--- src/rtl/quad_dac_bus_front.sv ---
module quad_dac_bus_front #(
  parameter int NCH = 4,
  parameter int CW  = 12,
  parameter int BW  = 8,
  parameter int AW  = 4
) (
  input  logic              clk,
  input  logic              rst,
  input  logic              cs_n,
  input  logic              wr_n,
  input  logic [AW-1:0]     addr,
  input  logic [BW-1:0]     data,
  output logic [NCH*CW-1:0] code_out,
  output logic [NCH-1:0]    upd_pulse
);
  localparam int SELW = $clog2(NCH);
  localparam int HIW  = CW - BW;

  logic [2:0] wr_sy, cs_sy;
  logic [AW-1:0] a_cap;
  logic [BW-1:0] d_cap;
  logic [CW-1:0] stage_q [NCH];
  logic [CW-1:0] out_q   [NCH];
  logic [NCH-1:0] upd_q;

  wire exec = wr_sy[1] & ~wr_sy[2] & ~cs_sy[2];
  wire [1:0] cmd = a_cap[AW-1:AW-2];
  wire [SELW-1:0] sel = a_cap[SELW-1:0];

  always_ff @(posedge clk) begin
    if (rst) begin
      wr_sy <= '1;
      cs_sy <= '1;
      a_cap <= '0;
      d_cap <= '0;
    end else begin
      wr_sy <= {wr_sy[1:0], wr_n};
      cs_sy <= {cs_sy[1:0], cs_n};
      if (!cs_n && !wr_n) begin
        a_cap <= addr;
        d_cap <= data;
      end
    end
  end

  always_ff @(posedge clk) begin
    if (rst) begin
      upd_q <= '0;
      for (int i = 0; i < NCH; i++) begin
        stage_q[i] <= '0;
        out_q[i]   <= '0;
      end
    end else begin
      upd_q <= '0;
      if (exec) begin
        case (cmd)
          2'b00: stage_q[sel][BW-1:0] <= d_cap;
          2'b01: stage_q[sel][CW-1:BW] <= d_cap[HIW-1:0];
          2'b10: begin
            out_q[sel]  <= stage_q[sel];
            upd_q[sel]  <= 1'b1;
          end
          default: begin
            for (int i = 0; i < NCH; i++) out_q[i] <= stage_q[i];
            upd_q <= '1;
          end
        endcase
      end
    end
  end

  for (genvar g = 0; g < NCH; g++) begin : g_out
    assign code_out[g*CW +: CW] = out_q[g];
  end
  assign upd_pulse = upd_q;

  p_quiet_hold_r7: assert property (@(posedge clk) disable iff (rst)
    !exec |=> ($stable(code_out) && upd_pulse == '0));
  p_load_no_out_r6: assert property (@(posedge clk) disable iff (rst)
    (exec && !cmd[1]) |=> ($stable(code_out) && upd_pulse == '0));
  p_single_pulse_r4: assert property (@(posedge clk) disable iff (rst)
    (exec && cmd == 2'b10) |=> $countones(upd_pulse) == 1);
  p_all_pulse_r5: assert property (@(posedge clk) disable iff (rst)
    (exec && cmd == 2'b11) |=> upd_pulse == '1);
  p_pulse_width_r10: assert property (@(posedge clk) disable iff (rst)
    (upd_pulse != '0) |=> upd_pulse == '0);
endmodule

--- config.mk ---
export PLATFORM = sky130hd
export DESIGN_NAME = quad_dac_bus_front
export DESIGN_NICKNAME = d
export VERILOG_FILES = /design/src/rtl/quad_dac_bus_front.sv
export SDC_FILE = /design/constraint.sdc
export NUM_CORES = 1
export LEC_CHECK = 0
export BUFFER_PORTS_ARGS = -buffer_cell sky130_fd_sc_hd__buf_4
export CORE_MARGIN = 2
export CORE_UTILIZATION = 55
export DETAILED_ROUTE_END_ITERATION = 8
export PLACE_DENSITY = 0.88
export SYNTH_ARGS = -nofsm -noshare
export SYNTH_HDL_FRONTEND = slang
export SYNTH_SLANG_ARGS = --single-unit
--- constraint.sdc ---
create_clock -name clk -period 2.55 [get_ports clk]
set_clock_uncertainty 0.1 [all_clocks]
set_input_delay 0.51 -clock clk [delete_from_list [all_inputs] [get_ports clk]]
set_output_delay 0.51 -clock clk [all_outputs]
set_load 0.005 [all_outputs]
Yosys cells after proc, flatten, opt, wreduce, memory -nomap -nowiden
Memories as Yosys holds them, arrays and structs flattened. A register that Yosys moved wholly into a read port is not among the register bits.
Index checks and enable logic that the tools add are counted.
{"block": "word_totals", "ramBits": 96, "elab_cells": 63, "output_inout_bits": 52, "latch_bits": 0, "romBits": 0, "mem_count": 2, "inputBits": 16, "register_bits": 22}
{"block": "classes", "n_bitwise": 9, "mux": 33, "reduce_logical": 10, "div_mod_pow": 0, "addsub": 0, "magnitude_cmp": 2, "n_eq_ne": 2, "n_shift": 0, "n_mul": 0}
{"name": "out_q", "depth": 4, "word_bits": 12, "rd": 4, "rd_clocked_by_memory_dff": 0, "write_ports": 4, "line": "23", "source": "logic [CW-1:0] out_q [NCH];"}
{"name": "stage_q", "depth": 4, "word_bits": 12, "rd": 5, "rd_clocked_by_memory_dff": 1, "write_ports": 4, "line": "22", "source": "logic [CW-1:0] stage_q [NCH];"}
{"operator": "12-bit 2-to-1 mux", "count": 6}
{"operator": "12-bit OR reduction", "count": 2}
{"operator": "1-bit 2-to-1 mux", "count": 20}
{"operator": "2-bit 2-to-1 mux", "count": 5}
{"operator": "4-bit one-hot mux with 2 select lines", "count": 1}
{"operator": "1-bit OR", "count": 4}
{"operator": "2-bit OR reduction", "count": 2}
{"operator": "2-bit by 3-bit < comparator with 1-bit output, second input constant", "count": 1}
{"operator": "1-bit inverter", "count": 3}
{"operator": "3-bit OR reduction", "count": 1}
{"operator": "1-bit AND", "count": 2}
{"operator": "1-bit demux with 2-bit select", "count": 1}
{"operator": "2-bit by 1-bit equality test with 1-bit output, second input constant", "count": 1}
{"operator": "2-bit equality test, second input constant", "count": 1}
{"operator": "2-bit by 1-bit >= comparator with 1-bit output, second input constant", "count": 1}
{"operator": "1-bit logical AND", "count": 2}
{"operator": "1-bit logical NOT", "count": 2}
{"operator": "2-bit logical NOT", "count": 1}

Longest topological paths before layout
Gate-level depths: netlist (run 1).
{"block": "depth", "depth_word": 8, "depth_mapped": 5, "ltp_nobuf": 3}

Least setup slack after synthesis (run 1)
Ideal clock, no wire load.
{"block": "synth_path", "path_type": "input -> register", "start": "input port rst", "end": "memory out_q[2][0] (enable)", "slack_ps": 664, "path_stages": 4, "setup_ps": 350, "t_arrival_ps": 1436, "required_ps": 2100, "path_cell_list": "and2b_1 > nand4_1 > clkbuf_1 > nand2_1"}
{"element": "start, declared", "line": "8", "source": "input logic rst,"}
{"element": "end, declared", "line": "23"}

==> flow_metrics.py, run 1 <==
metrics = {
    "run_status": {
        "status": "complete, no violations",
    },
    "place": {
        "buffer_ports.inserted": 67,
        "detailed_placer_s_ending_hpwl_um": 7550,
        "routability_cong": 0.969,
    },
    "setup_path": {
        "reg2reg_depth": 4,
        "timing.critical_path.required_ns": 2.67,
        "path_max_fanout": 8,
        "r2r-start": "wr_sy[1]",
        "critPathSlowestCell": "sky130_fd_sc_hd__nor3b_4",
        "critical_path.endpoint_type": "flop",
        "path_buf_inv": 1,
        "cp_data_arrival_time_ns": 2.03,
        "critical-path-top-delay-family": "simple AND/OR/NAND/NOR gates",
        "worstReg2RegEnd": "stage_q[0][2]",
        "worstSetupStartpointType": "flop",
        "critPathKind": "flop to flop",
        "ff2ff_setup_slack_ns": 0.64,
        "critical_path_cell_list": "nor3b_4, nand3b_1, o21bai_1, buf_4",
        "worst-path-stages": 4,
        "worst_path_largest_cell_delay_ns": 0.37,
    },
    "sta": {
        "slew_viol_final": 0,
        "grt_setup_unrepaired": "no",
        "fmax_mhz": 523,
        "max-slew-margin-rel_pct": 59.0,
        "timing.setup.tns_ns": 0,
        "period_share_pct": 75.0,
        "tightest_slew_ns": 0.613,
        "final_setup_violation_count": 0,
        "period_needed_ns": 1.91,
        "worst_hold_slack_ns": 0.0933,
        "final_hold_violating_endpoints": 0,
    },
    "yosys": {
        "post_synth_main_area_contributors": "sky130_fd_sc_hd__edfxtp_1, sky130_fd_sc_hd__dfxtp_1, sky130_fd_sc_hd__nand2_1",
        "postSynthAreaPerCell_um2": 12.0,
        "sequential_element_share_of_the_synthesized_area_pct": 66.7,
        "synth.yosys.warnings": 0,
        "yosys.area.top_type": "sky130_fd_sc_hd__edfxtp_1",
        "synth.net_count": 438,
        "post_synthesis_cell_count": 422,
        "synth.ff_latch_count": 120,
        "area_of_the_mapped_netlist_um2": 5050,
        "netlist-cell-type-count": 30,
        "synth.top_cell.area_share_pct": 57.1,
    },
    "grt": {
        "grt_overflow": 0,
        "global_route.usage.total_pct": 23.4,
        "grt_max_degree": 52,
        "grt_first_pass_wirelength_um": 17500,
        "number_of_global_route_vias_before_repair": 3360,
        "grt_antenna_before_repair": 0,
    },
    "cells_and_area": {
        "insertedDiodeCount": 0,
        "multiInputGateArea_um2": 1540,
        "final-seq-area_um2": 3360,
        "syn2layout_area_growth_pct": 24.3,
        "nets": 513,
        "layout-drive-gt1-share_pct": 27.1,
        "number_of_fill_cells_in_the_layout": 568,
    },
    "min_path": {
        "whs_path_depth": 2,
        "whs_endpoint": "wr_sy[0]",
        "holdCritStartpoint": "wr_n",
        "min-delay-path-class": "primary input to flop",
    },
    "route": {
        "dr.pass1.iters": 5,
        "vias": 3539,
        "routed_wl_um": 10900,
        "ant_nets": 0,
        "post-route-drc-count": 0,
        "detail_route.wl_per_cell_um": 17.7,
        "detail_route.iter0.violations": 285,
        "vias_per_cell": 5.73,
    },
    "power": {
        "proportion_of_power_drawn_by_combinational_gates_pct": 4.8,
        "cell_internal_power_dissipation_mw": 3.68,
        "pwr-share-clk_pct": 48.3,
        "total_leakage_power_nw": 2.23,
        "powerDensity_nw_per_um2": 754,
        "ir_drop_uv": 555,
        "power.sequential.fraction_pct": 46.9,
        "switching_pwr_mw": 1.05,
        "p_sw_share_pct": 22.2,
    },
    "die": {
        "floorplan.initialDensity_pct": 57.3,
        "io-pin-count": 68,
        "number_of_standard_cell_rows_in_the_floorplan": 34,
        "floorplan.die.height_um": 99.8,
        "floorplan.die_area_um2": 9960,
        "die-width_um": 99.8,
        "design.core.area_um2": 8810,
    },
    "cts": {
        "post_cts.repair.setup_buffers": 0,
        "clockRootBuffer": "sky130_fd_sc_hd__clkbuf_8",
        "cts_hold_buffers": 0,
        "ctsLongestPathBuffers": 2,
        "htree_num_levels": 4,
        "tritoncts": "yes",
        "cts.sinks": 120,
        "clkLatencyLatePin_ns": 0.51,
        "cts-buffers-inserted": 17,
        "clkTransAtPathRegs_ns": 0.06,
        "cts_resized": 0,
    },
    "job": {
        "max_cap_viol_count": 0,
    },
}
-- power by group through the flow --
stage	registers, mW	clock network (mW)	logic [mW]
after detailed placement	2.26	0	0.225
after floorplan	2.24	0	0.133
after CTS	2.22	2.31	0.227
final	2.22	2.28	0.228
after global placement	2.25	0	0.220
after global routing	2.23	2.40	0.250
-- flip-flops by register name (all words and copies together) (netlist names), named ones only --
signal	count
out_q	48
wr_sy	3
upd_pulse	4
d_cap	8
cs_sy	3
stage_q	48
a_cap	4
-- per-stage QoR --
| step | std cells | cell area, um^2 | setup slack (ns) | utilization [%] | total power, mW |
|---|---|---|---|---|---|
| finish | 618 | 6270 | 0.637 | 71.2 | 4.73 |
| global route | 618 | 6270 | 0.465 | 71.2 | 4.88 |
| CTS | 618 | 6270 | 0.650 | 71.2 | 4.75 |
| detailed placement | 586 | 5690 | 0.604 | 64.6 | 2.48 |
| global placement | 586 | 5690 | 0.649 | 64.6 | 2.47 |
| floorplan | 422 | 5050 | 0.664 | - | 2.38 |
-- per-layer routing --
layer	track usage (%)	routed length [um]	share of wire [%]	vias up
met2	34.5	5010	46	222
met3	6.96	1040	9.5	24
met1	32.2	4620	42	1609
met4	10.9	262	2.4	0
li1	-	-	-	1684
met5	0	0	0	-
-- worst register-to-register path, stage by stage (launching register included) --
cell and delay [ns]:
sky130_fd_sc_hd__dfxtp_1 0.36, sky130_fd_sc_hd__nor3b_4 0.37, sky130_fd_sc_hd__nand3b_1 0.32, sky130_fd_sc_hd__o21bai_1 0.25
sky130_fd_sc_hd__buf_4 0.22
-- cell usage in the layout, fill, tap and decap left out, types with 2 or more instances in the layout --
master,instances
sky130_fd_sc_hd__edfxtp_1,96
sky130_fd_sc_hd__nand2_1,90
sky130_fd_sc_hd__buf_4,83
sky130_fd_sc_hd__o22ai_1,48
sky130_fd_sc_hd__nor2_1,46
sky130_fd_sc_hd__mux2i_1,24
sky130_fd_sc_hd__dfxtp_1,23
sky130_fd_sc_hd__clkbuf_16,19
sky130_fd_sc_hd__a21oi_1,14
sky130_fd_sc_hd__mux2_2,12
sky130_fd_sc_hd__and2_1,8
sky130_fd_sc_hd__or2_2,7
sky130_fd_sc_hd__o21bai_1,6
sky130_fd_sc_hd__clkinv_4,5
sky130_fd_sc_hd__nand3_1,3
sky130_fd_sc_hd__clkinv_2,3
sky130_fd_sc_hd__and2b_1,2
sky130_fd_sc_hd__nor2b_1,2
sky130_fd_sc_hd__nand4_1,2
sky130_fd_sc_hd__clkbuf_8,2
sky130_fd_sc_hd__inv_6,2
-- cell usage after synthesis --
cell type and instances:
sky130_fd_sc_hd__nor3b_1 1, sky130_fd_sc_hd__dfxtp_1 24, sky130_fd_sc_hd__nor4b_2 1, sky130_fd_sc_hd__nor2_1 46, sky130_fd_sc_hd__nand3_1 3, sky130_fd_sc_hd__buf_4 1, sky130_fd_sc_hd__a21o_1 1, sky130_fd_sc_hd__and2b_1 2
sky130_fd_sc_hd__nor4bb_1 1, sky130_fd_sc_hd__nand3b_1 1, sky130_fd_sc_hd__a21oi_1 14, sky130_fd_sc_hd__clkbuf_1 12, sky130_fd_sc_hd__nor3b_4 1, sky130_fd_sc_hd__buf_2 11, sky130_fd_sc_hd__a41o_1 1, sky130_fd_sc_hd__o22ai_1 48
sky130_fd_sc_hd__o21bai_1 6, sky130_fd_sc_hd__edfxtp_1 96, sky130_fd_sc_hd__inv_1 1, sky130_fd_sc_hd__and3b_1 1, sky130_fd_sc_hd__nand2_1 90, sky130_fd_sc_hd__buf_1 2, sky130_fd_sc_hd__nand4_1 2, sky130_fd_sc_hd__and2_1 8
sky130_fd_sc_hd__nand2b_1 1, sky130_fd_sc_hd__buf_6 2, sky130_fd_sc_hd__or2_2 7, sky130_fd_sc_hd__mux2_2 12, sky130_fd_sc_hd__mux2i_1 24, sky130_fd_sc_hd__nor2b_1 2
-- area by class of cell --
| class | instances | share of cell area (%) |
|---|---|---|
| clock buffer | 21 | 8.02 |
| clock inverter | 11 | 1.32 |
| inverter | 1 | 0.0598 |
| multi-input combinational | 273 | 24.6 |
| sequential | 120 | 53.6 |
| tap | 108 | 2.15 |
| timing repair buffer | 84 | 10.3 |
-- how the worst max path moves through the flow --
stage / startpoint / end / slack [ns]
floorplan: rst / out_q[2][0] / 0.66
global placement: rst / out_q[1][5] / 0.65
detailed placement: rst / out_q[2][5] / 0.60
CTS: wr_sy[1] / stage_q[0][2] / 0.65
global route: a_cap[1] / stage_q[2][10] / 0.46
finish: wr_sy[1] / stage_q[0][2] / 0.64
-- cell families (layout without fill, tap and decap cells) --
group	Yosys count	in the layout	share of synthesized area (%)
AO/OA/AOI/OAI	70	70	8.58
buffers and inverters	29	117	2.80
flip-flops	120	120	66.7
multiplexers	36	36	7.44
AND/OR/NAND/NOR	167	167	14.5
(Power assumes the default switching activity.)
==> run 2: changes to the inputs <==
clock period = 1.9 ns   (was 2.55 ns; I/O delays follow)
==> flow_metrics.py, run 2 (same netlist as run 1, synthesis figures left out) <==
metrics = {
    "cells_and_area": {
        "top_regs": "out_q: 48 flops, stage_q: 48 flops, d_cap: 8 flops",
        "final_std_cell_area_no_fill_um2": 6350,
        "most-common-layout-cells": "sky130_fd_sc_hd__edfxtp_1, sky130_fd_sc_hd__nand2_1, sky130_fd_sc_hd__buf_4",
        "layout.cells.most_common": "sky130_fd_sc_hd__edfxtp_1",
        "nets": 523,
        "syn2layout_area_growth_pct": 25.8,
        "layout-drive-gt1-share_pct": 28.1,
        "insertedDiodeCount": 0,
        "number_of_fill_cells_in_the_layout": 539,
    },
    "place": {
        "preCtsSetupSlack_ns": 0.137,
        "place_area_um2": 5770,
        "detailed_placer_s_ending_hpwl_um": 7910,
        "routability_cong": 0.815,
        "buffer_ports.inserted": 67,
    },
    "power": {
        "ir_drop_uv": 684,
        "powerDensity_nw_per_um2": 977,
        "total_leakage_power_nw": 2.24,
    },
    "route": {
        "vias": 3722,
        "dr.pass1.iters": 5,
        "post-route-drc-count": 0,
        "vias_per_cell": 5.93,
        "routed_wl_um": 11500,
        "detail_route.iter0.violations": 288,
        "ant_nets": 0,
        "detail_route.wl_per_cell_um": 18.3,
    },
    "job": {
        "max_cap_viol_count": 0,
    },
    "cts": {
        "htree_num_levels": 4,
        "clockRootBuffer": "sky130_fd_sc_hd__clkbuf_8",
        "clkLatencyLatePin_ns": 0.52,
        "ctsLongestPathBuffers": 2,
        "cts-buffers-inserted": 17,
        "clkTransAtPathRegs_ns": 0.06,
        "tritoncts": "yes",
        "cts.sinks": 120,
        "post_cts.repair.setup_buffers": 0,
    },
    "sta": {
        "slew_viol_final": 0,
        "timing.setup.tns_ns": 0,
        "period_needed_ns": 1.76,
        "final_setup_violation_count": 0,
        "layout_setup_ws_ns": 0.145,
        "grt_setup_unrepaired": "no",
        "period_share_pct": 92.4,
        "max-slew-margin-rel_pct": 67.1,
        "worst_hold_slack_ns": 0.0144,
        "final_hold_violating_endpoints": 0,
        "fmax_mhz": 570,
        "tightest_slew_ns": 0.493,
    },
    "die": {
        "die-width_um": 99.8,
        "design.core.area_um2": 8810,
        "io-pin-count": 68,
        "floorplan.die.height_um": 99.8,
        "number_of_standard_cell_rows_in_the_floorplan": 34,
        "floorplan.initialDensity_pct": 57.3,
        "floorplan.die_area_um2": 9960,
    },
    "run_status": {
        "status": "complete, no violations",
    },
    "grt": {
        "global_route.usage.total_pct": 24.0,
        "grt_antenna_before_repair": 0,
        "grt_first_pass_wirelength_um": 18100,
        "grt_overflow": 0,
        "number_of_global_route_vias_before_repair": 3599,
        "grt_max_degree": 55,
    },
    "setup_path": {
        "cp_data_arrival_time_ns": 1.83,
        "path_max_fanout": 5,
        "worstSetupStartpointType": "flop",
        "timing.critical_path.required_ns": 1.97,
        "critical_path.endpoint_type": "flop",
        "critPathKind": "flop to flop",
    },
    "min_path": {
        "min-delay-path-class": "primary input to flop",
    },
}
==> run 2: changes by cell type in the layout (fill, tap and decap cells not counted), sizes merged <==
cell and change:
buf +7, bufinv +1, clkbuf -4, clkinv -2, clkinvlp +6, dlygate4sd3 +3, inv -1
==> run 2: repair_timing <==
action / 4_1_cts / 5_1_grt
hold buffers: 3 / 0
setup endpoints to repair: 0 / 8
resized for setup: 0 / 2
endpoints found under the hold margin: 3 / 0
==> run 2: per-layer routing <==
layer  GRT usage, %  up-vias  routed length, um
li1               -     1698                  -
met1           30.0     1765               4530
met5              0        -                  0
met3           5.57       30                992
met2           39.3      229               5670
met4           12.6        0                320
==> run 2: cell type report <==
type	count	area [um^2]	share of cell area, %
clock buffers	17	414	6.53
clock inverters	15	129	2.03
inverters	1	3.75	0.0591
multi-input cells	273	1550	24.4
flip-flops and latches	120	3360	53.0
well taps	108	135	2.13
repair buffers	94	751	11.8
==> run 2: final timing paths <==
check        startpoint            end  slack [ns]  cells after the start
max            a_cap[3]  stage_q[2][9]        0.14                      3
min             data[5]       d_cap[5]        0.01                      3
max reg2reg    a_cap[3]  stage_q[2][9]        0.14                      3
min reg2reg    wr_sy[0]       wr_sy[1]        0.32                      1
==> run 2: per-stage QoR <==
| stage | total power, mW | cells | util, % |
|---|---|---|---|
| 2_1_floorplan | 3.19 | 422 | - |
| 3_3_place_gp | 3.33 | 593 | 65.5 |
| 3_5_place_dp | 3.35 | 593 | 65.5 |
| 4_1_cts | 6.22 | 628 | 72.0 |
| 5_1_grt | 6.36 | 628 | 72.1 |
| 6_report | 6.20 | 628 | 72.1 |
==> run 2: worst max-delay path, stage by stage, from the launching register on <==
cell	delay, ns
sky130_fd_sc_hd__dfxtp_1	0.35
sky130_fd_sc_hd__nor4b_2	0.41
sky130_fd_sc_hd__nand2_1	0.17
sky130_fd_sc_hd__o21bai_1	0.37
==> run 2: report_power, final <==
group	switching (mW)	total, mW	internal (mW)
logic	0.179	0.334	0.155
clock network	1.16	2.89	1.73
registers	0.0558	2.97	2.92
total	1.40	6.20	4.80
